--- src/rtl/sync_pulse_gen.sv ---
module sync_pulse_gen #(
  parameter int UNIT_SHIFT = 3,
  parameter int ALIGN_BITS = 4
) (
  input  logic        clk,
  input  logic        rst_n,
  input  logic        wr_en,
  input  logic [2:0]  wr_addr,
  input  logic [15:0] wr_data,
  input  logic        frame_sync,
  input  logic [47:0] tod_ns,
  output logic        sync_out
);
  localparam int TIME_W = 48;

  logic [15:0]           per_lo;
  logic [13:0]           per_hi;
  logic [1:0]            wid_lo;
  logic [6:0]            wid_hi;
  logic [15:ALIGN_BITS]  stg0;
  logic [15:0]           stg1, stg2;
  logic [TIME_W-1:0]     tgt_act, next_rise, fall_at;
  logic                  en_os, en_per, load_pend, armed;

  wire [29:0]       period   = {per_hi, per_lo};
  wire [8:0]        width    = {wid_hi, wid_lo};
  wire [TIME_W-1:0] staged   = {stg2, stg1, stg0, {ALIGN_BITS{1'b0}}};
  wire [TIME_W-1:0] per_ns   = TIME_W'(period) << UNIT_SHIFT;
  wire [TIME_W-1:0] wid_ns   = TIME_W'(width) << UNIT_SHIFT;
  wire              ctrl_wr  = wr_en && wr_addr == 3'd6;
  wire              go_off   = ctrl_wr && wr_data[1:0] == 2'b00;
  wire              start    = ctrl_wr && ((wr_data[0] && !en_os) || (wr_data[1] && !en_per));
  wire              shape_ok = width != 9'd0 && 30'(width) <= period;
  wire              load_now = frame_sync && load_pend;

  always_ff @(posedge clk) begin
    if (!rst_n) begin
      per_lo <= '0; per_hi <= '0; wid_lo <= '0; wid_hi <= '0;
      stg0 <= '0; stg1 <= '0; stg2 <= '0;
      tgt_act <= '0; next_rise <= '0; fall_at <= '0;
      en_os <= 1'b0; en_per <= 1'b0; load_pend <= 1'b0; armed <= 1'b0;
      sync_out <= 1'b0;
    end else begin
      if (load_now) begin
        tgt_act   <= staged;
        load_pend <= 1'b0;
      end
      if (wr_en) begin
        case (wr_addr)
          3'd0: per_lo <= wr_data;
          3'd1: begin per_hi <= wr_data[13:0]; wid_lo <= wr_data[15:14]; end
          3'd2: wid_hi <= wr_data[6:0];
          3'd3: stg0 <= wr_data[15:ALIGN_BITS];
          3'd4: stg1 <= wr_data;
          3'd5: stg2 <= wr_data;
          3'd6: begin
            en_os  <= wr_data[0];
            en_per <= wr_data[1];
            if (wr_data[2]) load_pend <= 1'b1;
          end
          default: ;
        endcase
      end
      if (go_off) begin
        armed    <= 1'b0;
        sync_out <= 1'b0;
      end else if (start && shape_ok) begin
        armed     <= 1'b1;
        next_rise <= load_now ? staged : tgt_act;
      end else begin
        if (sync_out && tod_ns >= fall_at) sync_out <= 1'b0;
        if (armed && tod_ns >= next_rise) begin
          sync_out  <= 1'b1;
          fall_at   <= tod_ns + wid_ns;
          next_rise <= next_rise + per_ns;
          armed     <= en_per;
        end
      end
    end
  end

  p_off_low_r9: assert property (@(posedge clk) disable iff (!rst_n)
    (wr_en && wr_addr == 3'd6 && wr_data[1:0] == 2'b00) |=> !sync_out);

  p_rise_armed_r2: assert property (@(posedge clk) disable iff (!rst_n)
    $rose(sync_out) |-> $past(armed) && $past(tod_ns) >= $past(next_rise));

  p_single_shot_r3: assert property (@(posedge clk) disable iff (!rst_n)
    ($rose(sync_out) && !$past(en_per)) |-> !armed);

  p_load_once_r6: assert property (@(posedge clk) disable iff (!rst_n)
    (load_now && !(ctrl_wr && wr_data[2])) |=> !load_pend);

  p_reset_idle_r1: assert property (@(posedge clk)
    !rst_n |=> !sync_out && !armed);
endmodule

--- config.mk ---
export PLATFORM = sky130hd
export DESIGN_NAME = sync_pulse_gen
export DESIGN_NICKNAME = d
export VERILOG_FILES = /design/src/rtl/sync_pulse_gen.sv
export SDC_FILE = /design/constraint.sdc
export NUM_CORES = 1
export LEC_CHECK = 0
export ABC_AREA = 1
export BUFFER_PORTS_ARGS = -buffer_cell sky130_fd_sc_hd__buf_2
export CAP_MARGIN = 10
export CORE_MARGIN = 2
export CORE_UTILIZATION = 35
export DETAILED_ROUTE_END_ITERATION = 8
export GPL_TIMING_DRIVEN = 0
export PLACE_DENSITY = 0.55
export SYNTH_ARGS = -nofsm -noshare
export SYNTH_HDL_FRONTEND = slang
export SYNTH_SLANG_ARGS = --single-unit
--- constraint.sdc ---
create_clock -name clk -period 3.9 [get_ports clk]
set_clock_uncertainty 0.2 [all_clocks]
set_input_delay 0.39 -clock clk [delete_from_list [all_inputs] [get_ports clk]]
set_output_delay 0.39 -clock clk [all_outputs]
set_load 0.05 [all_outputs]
==> flow_summary.yaml, run 1 <==
worst_setup_path:
  reg2reg_to: "fall_at[39]"
  reg2reg_from: "wid_lo[1]"
  timing.reg2reg.setup_slack_ns: 0.73
  r2r_cells: 14
  worstSetupStartpointType: "flop"
  cp_capture_type: "flop"
  crit_arrival_ns: 3.43
  timing.critical_path.fanout_max: 4
  timing_worst_setup_path_type: "flop to flop"
  critPathRequiredTime_ns: 4.16
timing:
  tightest_slew_ns: 1.13
  setup_viol: 0
  max_freq_mhz: 315
  hold_viol_final: 0
  rsz0062_at_grt: "false"
  finalSetupTns_ns: 0
  slew_headroom_pct: 24.6
  fin_worst_hold_slack_ns: 0.0417
  period_share_pct: 81.4
  post_layout_minimum_cycle_time_ns: 3.17
  final-max-slew-violation-count: 0
placement:
  placed_cells: 3181
  placed_area_um2: 17000
  dp.final_hpwl_mm: 46.3
  gpl.final_weighted_congestion: 1.00
  buffer_ports.inserted: 70
cts:
  tritoncts_sink_count: 232
  clk_path_buf_depth: 3
  cts.root.buffer_cell: "clkbuf_16"
  cts.reportedPaths.clkPinSlew_ns: 0.06
  post_cts_resize_count: 0
  tritoncts_clock_tree: "built"
  clk_latency_ns: 0.58
  number_of_buffers_inserted_during_clock_tree_synthesis: 27
  htree_levels: 1
synth:
  netlist_instances: 2511
  synthDistinctLibCells: 40
  seq_area_frac_synth_pct: 29.2
  top_cells_by_area_in_the_synthesized_netlist: "dfxtp_1, nand2_1, ha_1, nor2_1, inv_1"
  synth.largest_area_cell: "dfxtp_1"
  synthesis.nets: 2728
  synthesis_stage_register_bit_count: 232
  syn_area_per_cell_um2: 6.32
  synthDominantCellAreaShare_pct: 29.2
  mappedNetlistArea_um2: 15900
  synth.yosys.warnings: 0
power_and_ir_drop:
  power.ir.vdd_worst_v: 0.000295
  leakage_uw: 0.00877
  power_density_normalized_to_cell_area_nw_per_um2: 318
layout:
  layoutNonFillerInstCount: 3249
  layout.cells.most_common_list: "nand2_1, nor2_1, inv_1, dfxtp_1, o21ai_0"
  drive_gt1_share_pct: 5.97
  most_common_cell_after_layout_fill_and_taps_aside: "nand2_1"
  final_util_pct: 40.1
  syn2layout_area_growth_pct: 13.8
  finalInstanceArea_um2: 18100
  finalNetCount: 2847
run:
  cap_viol_max_count: 0
global_route:
  globalRoute.totalOverflow: 0
  use_met3_pct: 2.29
  via_count_of_the_first_global_routing_pass: 15100
  global_route.usage.met2_pct: 39.8
  global_route_wire_length_before_repair_mm: 86.6
  grt_most_used_layer: "met2"
  use_met1_pct: 33.5
  globalRouteTotalUtil_pct: 24.2
  maximum_number_of_pins_on_one_net_before_global_route_repair: 15
  grt_antenna_before_repair: 0
die:
  die_h_um: 217
  die_width_um: 217
  fp.dieArea_um2: 47100
  fp.coreArea_um2: 45100
  initial_utilization_pct: 35.2
  io-pin-count: 72
  std_cell_rows: 78
routing:
  iteration_count_of_the_initial_detailed_routing_pass: 7
  detail_route.drc_violations: 0
  route.antenna.remaining_nets: 0
  detailedRoute.firstIterationViolations: 1063
  vias_per_cell: 4.89
  avgRoutedWirePerCell_um: 17.6
  routed_wirelength_mm: 57.2
  route.vias.total: 15900
min_path:
  hold_endpoint: "stg1[5]"
  hold_path_startpoint: "wr_data[5]"
  hold_path_class: "input pin to flop"
  worst_hold_path.num_cells: 3
run_status:
  run_status: "completed"
[where the power goes]
| group | switching, uW | internal (uW) |
|---|---|---|
| Sequential | 44.1 | 2420 |
| Clock | 1090 | 1490 |
| Combinational | 455 | 240 |
[cells in the mapped netlist]
cell type / number
o21ai_0: 172
xor2_1: 42
a21boi_0: 1
o21a_1: 3
nand2_2: 5
or2_2: 3
a21oi_1: 131
o21bai_1: 3
fa_1: 2
and3_1: 3
nand4_1: 24
nor2_4: 1
nand2_1: 677
nand3_1: 96
a21oi_2: 2
o211ai_1: 2
nor2_1: 419
buf_6: 8
buf_4: 1
xnor2_1: 21
o22ai_1: 1
inv_1: 353
and2_1: 2
clkbuf_1: 41
buf_2: 17
nor4b_1: 1
dfxtp_1: 232
nor4_1: 9
a31oi_2: 1
nor2_2: 5
o21ai_1: 6
a21o_1: 3
inv_2: 3
or2_0: 14
buf_1: 2
a31oi_1: 3
nor3_1: 25
nand3b_1: 2
ha_1: 144
mux2i_1: 31
[critical path: stages, from the launching register on]
cell,delay [ns]
dfxtp_1,0.51
inv_1,0.22
fa_1,0.46
nand3b_1,0.17
nand2_1,0.15
nand3_1,0.10
nand2_1,0.13
nand2_1,0.08
nand2_1,0.11
nand2_1,0.14
nor2_1,0.35
nand2_1,0.12
xnor2_1,0.15
nor2_1,0.10
nor2_1,0.05
[repair_timing]
item                      CTS  global route
buffers inserted            0             0
hold endpoints to repair   43             0
hold buffers               20             0
[registers in the layout, indices dropped and copies added, names as in the netlist, 2 cells and up]
| register | cells |
|---|---|
| per_hi | 14 |
| stg0 | 12 |
| stg2 | 16 |
| tgt_act | 48 |
| per_lo | 16 |
| wid_hi | 7 |
| stg1 | 16 |
| wid_lo | 2 |
| fall_at | 48 |
| next_rise | 48 |
[per-stage QoR]
step | power, uW | worst slack (ns)
finish | 5740 | 0.727
global route | 5980 | 0.497
CTS | 5790 | 0.784
detailed placement | 3190 | 0.790
global placement | 3180 | 0.812
floorplan | 2910 | 1.42
[layer usage]
layer,wire length (um),vias to the layer above
met5,0,-
met4,1760,0
met3,2880,92
met2,25300,395
met1,27300,7255
li1,-,8146
[cell families after synthesis]
logic type,after synthesis,share of synthesized area [%]
AND/OR/NAND/NOR,1286,32.5
buffers and inverters,425,10.6
AO/OA/AOI/OAI,328,10.7
flip-flops,232,29.2
adder cells (fa/ha/maj),146,11.6
XOR/XNOR,63,3.47
multiplexers,31,1.95
[worst max path at each step]
stage	from	to	cells past startpoint
2_1_floorplan	tod_ns[3]	fall_at[35]	15
3_3_place_gp	wid_hi[3]	next_rise[28]	12
3_5_place_dp	wid_hi[3]	next_rise[28]	12
4_1_cts	wid_hi[3]	next_rise[28]	12
5_1_grt	per_lo[5]	next_rise[28]	14
6_report	wid_lo[1]	fall_at[39]	14
[layout make-up]
| cell class | instances | area, um^2 |
|---|---|---|
| plain buffers | 69 | 344 |
| clock inverters | 7 | 86.3 |
| flip-flops and latches | 232 | 4640 |
| inverters | 356 | 1340 |
| diodes | 1 | 2.50 |
| multi-input cells | 1854 | 9560 |
| repair buffers | 90 | 551 |
| well taps | 600 | 751 |
| clock buffers | 40 | 805 |
| fillers | 4964 | 27000 |
No activity file was read; power rests on OpenSTA's default activity.
==> run 2, diff against run 1 <==
Clock period 3.9 ns to 3.07 ns, I/O delays scaled along.
==> run 2 against run 1 <==
  * Power is 27% higher
  * Flip-flop and latch count unchanged
  * First-iteration DRC count up 5.0%
  * Global-route usage rose by 0.075 points
  * Maximum frequency is 9.4% higher
  * Sequential share of layout area shrank 0.41 points
  * Sequential power grew 27%
  * Hold slack got worse by 0.019 ns
  * Cell count increased by 0.80%
  * Utilization grew 0.71 points
  * Clock-buffer cell count did not move
  * Largest power group unchanged
==> flow_summary.yaml, run 2 (same netlist as run 1, synthesis figures left out) <==
layout:
  drive_gt1_share_pct: 6.32
  most_common_cell_after_layout_fill_and_taps_aside: "nand2_1"
  registers_with_the_most_flip_flops: "fall_at x48, next_rise x48, tgt_act x48"
  syn2layout_area_growth_pct: 15.8
  layout.cells.most_common_list: "nand2_1, nor2_1, inv_1, dfxtp_1, o21ai_0"
  antenna_cells: 0
  finalNetCount: 2874
power_and_ir_drop:
  p_sw_share_pct: 27.5
  proportion_of_power_drawn_by_the_clock_network_pct: 44.7
  power_uw: 7320
  power_density_normalized_to_cell_area_nw_per_um2: 398
  leakage_uw: 0.00891
  p_sw_uw: 2010
  p_comb_share_pct: 12.5
  p_seq_share_pct: 42.8
  power.ir.vdd_worst_v: 0.000374
  cell_internal_pwr_uw: 5300
timing:
  hold_viol_final: 0
  finalSetupTns_ns: 0
  slew_headroom_pct: 20.3
  max_freq_mhz: 345
  setup_viol: 0
  tightest_slew_ns: 1.20
  final-max-slew-violation-count: 0
  rsz0062_at_grt: "true"
  post_layout_minimum_cycle_time_ns: 2.90
  period_share_pct: 94.4
routing:
  met3WireLength_mm: 2.81
  met2RoutedLength_mm: 25.3
  iteration_count_of_the_initial_detailed_routing_pass: 6
  met1_length_mm: 27.3
  avgRoutedWirePerCell_um: 17.5
  topRoutingLayerUsed: "met4"
  route.vias.total: 16000
  vias_per_cell: 4.88
  detailedRoute.firstIterationViolations: 1116
  routed_wirelength_mm: 57.2
  detail_route.drc_violations: 0
  route.antenna.remaining_nets: 0
die:
  die_width_um: 217
  std_cell_rows: 78
  die_h_um: 217
  initial_utilization_pct: 35.2
  fp.dieArea_um2: 47100
  fp.coreArea_um2: 45100
  io-pin-count: 72
global_route:
  via_count_of_the_first_global_routing_pass: 15200
  globalRouteTotalUtil_pct: 24.2
  maximum_number_of_pins_on_one_net_before_global_route_repair: 15
  global_route_wire_length_before_repair_mm: 86.9
  globalRoute.totalOverflow: 0
  grt_antenna_before_repair: 0
worst_setup_path:
  r2r_cells: 12
  timing.critical_path.fanout_max: 10
  timing.critical_path.cells: "ha_1 > nand2_1 > nor2_1 > nand3_1 > nor2_1 > nor3_1 > nand2_1 > nand2_4 > clkbuf_1 > o21ai_0 > nand2_1 > a21oi_1"
  timing.reg2reg.setup_slack_ns: 0.17
  cpMaxStageDelayCell: "dfxtp_1"
  timing_worst_setup_path_type: "flop to flop"
  crit_path_frequent_cell: "nand2_1"
  critPathRequiredTime_ns: 3.28
  reg2reg_to: "next_rise[17]"
  critical_path.max_stage_delay_ns: 0.50
  worstSetupStartpointType: "flop"
  cp_capture_type: "flop"
  crit_arrival_ns: 3.11
  reg2reg_from: "wid_hi[3]"
cts:
  cts.reportedPaths.clkPinSlew_ns: 0.06
  clk_latency_ns: 0.58
  tritoncts_sink_count: 232
  clk_path_buf_depth: 3
  cts.root.buffer_cell: "clkbuf_16"
  htree_levels: 1
  number_of_buffers_inserted_during_clock_tree_synthesis: 27
  tritoncts_clock_tree: "built"
min_path:
  hold_path_startpoint: "tod_ns[16]"
  hold_path_class: "input pin to flop"
  worst_hold_path.num_cells: 5
  hold_endpoint: "fall_at[16]"
run_status:
  run_status: "completed"
placement:
  buffer_ports.inserted: 70
  gpl.final_weighted_congestion: 1.00
  dp.final_hpwl_mm: 46.3
run:
  cap_viol_max_count: 0
==> run 2: worst max-delay path by stage <==
stage,from,end,slack [ns],cells past startpoint
after global placement,wid_hi[3],next_rise[28],-0.02,12
after CTS,wid_lo[1],fall_at[37],0.005,12
after floorplan,wid_lo[0],fall_at[35],0.64,15
final,wid_hi[3],next_rise[17],0.17,12
after detailed placement,wid_hi[3],next_rise[28],-0.04,12
after global routing,next_rise[38],next_rise[45],-0.02,15
==> run 2: power by group through the flow <==
stage	Clock (uW)	Sequential, uW	Combinational, uW
after floorplan	0	3170	533
after global placement	0	3190	840
after detailed placement	0	3200	859
after CTS	3340	3130	908
after global routing	3460	3140	1030
final	3270	3130	912
==> run 2: stage by stage <==
step | cells | instance area (um^2) | hold WS [ns] | worst slack, ns | utilization [%]
after floorplan | 2511 | 15900 | 0.221 | 0.641 | -
after global placement | 3181 | 17000 | 0.235 | -0.0184 | 37.7
after detailed placement | 3181 | 17000 | 0.238 | -0.0401 | 37.7
after CTS | 3275 | 18300 | 0.00237 | 0.00502 | 40.7
after global routing | 3275 | 18400 | 0.0482 | -0.0219 | 40.8
final | 3275 | 18400 | 0.0228 | 0.170 | 40.8
==> run 2: metal layers <==
metal	global-route usage, %	vias to the layer above
met5	0	-
met4	7.53	0
met2	39.8	399
met3	2.26	95
li1	-	8195
met1	33.6	7293
==> run 2: cell type report <==
class,instances,area [um^2]
fill,4916,26700
timing repair buffer,117,821
multi-input combinational,1854,9590
clock buffer,40,805
tap,600,751
clock inverter,7,86.3
buffer,69,362
inverter,356,1340
sequential,232,4650
==> run 2: what timing repair did <==
item	in CTS	in global routing
hold endpoints to repair	102	0
setup endpoints to repair	4	92
resized for setup	2	24
buffers inserted	0	0
hold buffers	47	0
==> run 2: worst max-delay path: cells and delay by family (launching register included) <==
kind                       cells  cell delay (ns)
AOI/OAI and AO/OA              2             0.30
adders and majority gates      1             0.31
buffers and inverters          1             0.48
DFF                            1             0.50
and+or+nand+nor                8             0.93
==> run 3, diff against run 2 <==
Settings changed: GPL_TIMING_DRIVEN 0 to unset.
==> run 3 against run 2 <==
  * Cell count fell by 0.46%
  * Global-route usage fell by 1.8 points
  * Clock-buffer cell count fell by 3
  * Utilization rose by 0.57 points
  * Critical path depth rose by 2
  * Flip-flop and latch count did not move
  * Wire length fell by 6.8%
  * Worst setup slack improved by 0.064 ns
  * Clock power rose by 17%
  * Cell area rose by 1.4%
==> flow_summary.yaml, run 3 (same netlist as run 1, synthesis figures left out) <==
global_route:
  global_route_wire_length_before_repair_mm: 82.6
  globalRoute.totalOverflow: 0
  grt_antenna_before_repair: 0
  globalRouteTotalUtil_pct: 22.5
  via_count_of_the_first_global_routing_pass: 15200
  maximum_number_of_pins_on_one_net_before_global_route_repair: 96
routing:
  avgRoutedWirePerCell_um: 16.4
  vias_per_cell: 4.85
  route.antenna.remaining_nets: 0
  route.vias.total: 15800
  iteration_count_of_the_initial_detailed_routing_pass: 7
  detailedRoute.firstIterationViolations: 1158
  detail_route.drc_violations: 0
  routed_wirelength_mm: 53.3
power_and_ir_drop:
  power_density_normalized_to_cell_area_nw_per_um2: 421
  p_comb_share_pct: 11.6
  power.ir.vdd_worst_v: 0.000372
  p_seq_share_pct: 39.8
  power_uw: 7850
  proportion_of_power_drawn_by_the_clock_network_pct: 48.6
  cell_internal_pwr_uw: 5770
  leakage_uw: 0.00906
  p_sw_uw: 2080
  p_sw_share_pct: 26.5
cts:
  clk_path_buf_depth: 3
  tritoncts_clock_tree: "built"
  cts.root.buffer_cell: "clkbuf_16"
  number_of_buffers_inserted_during_clock_tree_synthesis: 29
  clk_latency_ns: 0.59
  cts.reportedPaths.clkPinSlew_ns: 0.06
  htree_levels: 1
  post_cts_resize_count: 0
  cts_setup_buffers: 0
  tritoncts_sink_count: 232
timing:
  final-max-slew-violation-count: 0
  max_freq_mhz: 353
  rsz0062_at_grt: "false"
  setup_ws_post_layout_ns: 0.234
  hold_viol_final: 0
  post_layout_minimum_cycle_time_ns: 2.84
  slew_headroom_pct: 45.9
  period_share_pct: 92.4
  tightest_slew_ns: 0.803
  setup_viol: 0
  fin_worst_hold_slack_ns: 0.0415
  finalSetupTns_ns: 0
die:
  fp.dieArea_um2: 47100
  initial_utilization_pct: 35.2
  die_width_um: 217
  std_cell_rows: 78
  io-pin-count: 72
  die_h_um: 217
  fp.coreArea_um2: 45100
run_status:
  run_status: "completed"
run:
  cap_viol_max_count: 0
layout:
  syn2layout_area_growth_pct: 17.5
  final_util_pct: 41.4
  finalNetCount: 2854
  drive_gt1_share_pct: 6.77
  antenna_cells: 0
  layout.cells.most_common_list: "nand2_1, nor2_1, inv_1, dfxtp_1, o21ai_0"
  registers_with_the_most_flip_flops: "fall_at x48, next_rise x48, tgt_act x48"
  most_common_cell_after_layout_fill_and_taps_aside: "nand2_1"
worst_setup_path:
  timing.critical_path.fanout_max: 4
  source_of_the_critical_timing_path: "wid_lo[1]"
  worstSetupStartpointType: "flop"
  timing_worst_setup_path_type: "flop to flop"
  reg2reg_from: "wid_lo[1]"
  r2r_cells: 14
  reg2reg_to: "fall_at[35]"
  cp_capture_type: "flop"
  crit_arrival_ns: 3.11
  timing.reg2reg.setup_slack_ns: 0.23
  critPathRequiredTime_ns: 3.34
min_path:
  worst_hold_path.num_cells: 4
  hold_path_startpoint: "wr_addr[2]"
  hold_endpoint: "en_per"
  hold_path_class: "input pin to flop"
placement:
  gpl.final_weighted_congestion: 0.921
  buffer_ports.inserted: 71
  dp.final_hpwl_mm: 41.0
  setup_slack_after_placement_ns: 0.238
run 3: changes by cell type in the layout (fill, tap and decap cells not counted), sizes merged:
cell	previous run	this run
bufinv	1	6
buf	94	110
clkbuf	85	37
inv	358	357
clkinvlp	3	6
dlygate4sd3	47	54
clkinv	1	4
run 3: cell type report:
class / instances / area [um^2]
timing repair buffer: 164 / 1290
tap: 600 / 751
multi-input combinational: 1854 / 9560
clock buffer: 37 / 796
sequential: 232 / 4640
inverter: 356 / 1340
clock inverter: 17 / 273
fill: 4860 / 26400
run 3: what timing repair did:
action / in CTS / in global routing
hold endpoints to repair: 119 / 0
setup endpoints to repair: 0 / 0
hold buffers: 54 / 0
run 3: routing by layer:
layer  vias up  wire, um  GRT usage, %
met5         -         0             0
met4         0      1740          7.01
met3        86      2520          2.74
met2       369     23500          36.8
met1      7173     25600          30.7
li1       8167         -             -
run 3: worst max-delay path by stage:
stage / end / slack [ns] / cells after the start
floorplan: fall_at[35] / 0.64 / 15
global route: fall_at[47] / 0.004 / 14
finish: fall_at[35] / 0.23 / 14
CTS: fall_at[35] / 0.23 / 14
global placement: fall_at[35] / 0.24 / 16
detailed placement: fall_at[35] / 0.24 / 14
run 3: stage by stage:
| step | cell area, um^2 | cells |
|---|---|---|
| floorplan | 15900 | 2511 |
| global placement | 17000 | 3152 |
| detailed placement | 17000 | 3152 |
| CTS | 18700 | 3260 |
| global route | 18700 | 3260 |
| finish | 18700 | 3260 |
run 3: critical path, cell delays in order, from the launching register on:
cell      delay, ns
dfxtp_1        0.47
inv_1          0.16
fa_1           0.43
nand3b_1       0.17
nand2_1        0.13
nand3_1        0.08
nand2_1        0.11
nand2_1        0.08
nand2_1        0.11
nand2_1        0.11
nor2_1         0.27
nand2_1        0.11
xor2_1         0.15
nor2_1         0.09
nor2_1         0.05
run 3: power groups by stage:
stage	combinational, uW	clock [uW]	sequential (uW)
floorplan	533	0	3170
global placement	835	0	3190
detailed placement	856	0	3190
CTS	912	3900	3120
global route	1030	4030	3130
finish	911	3820	3120
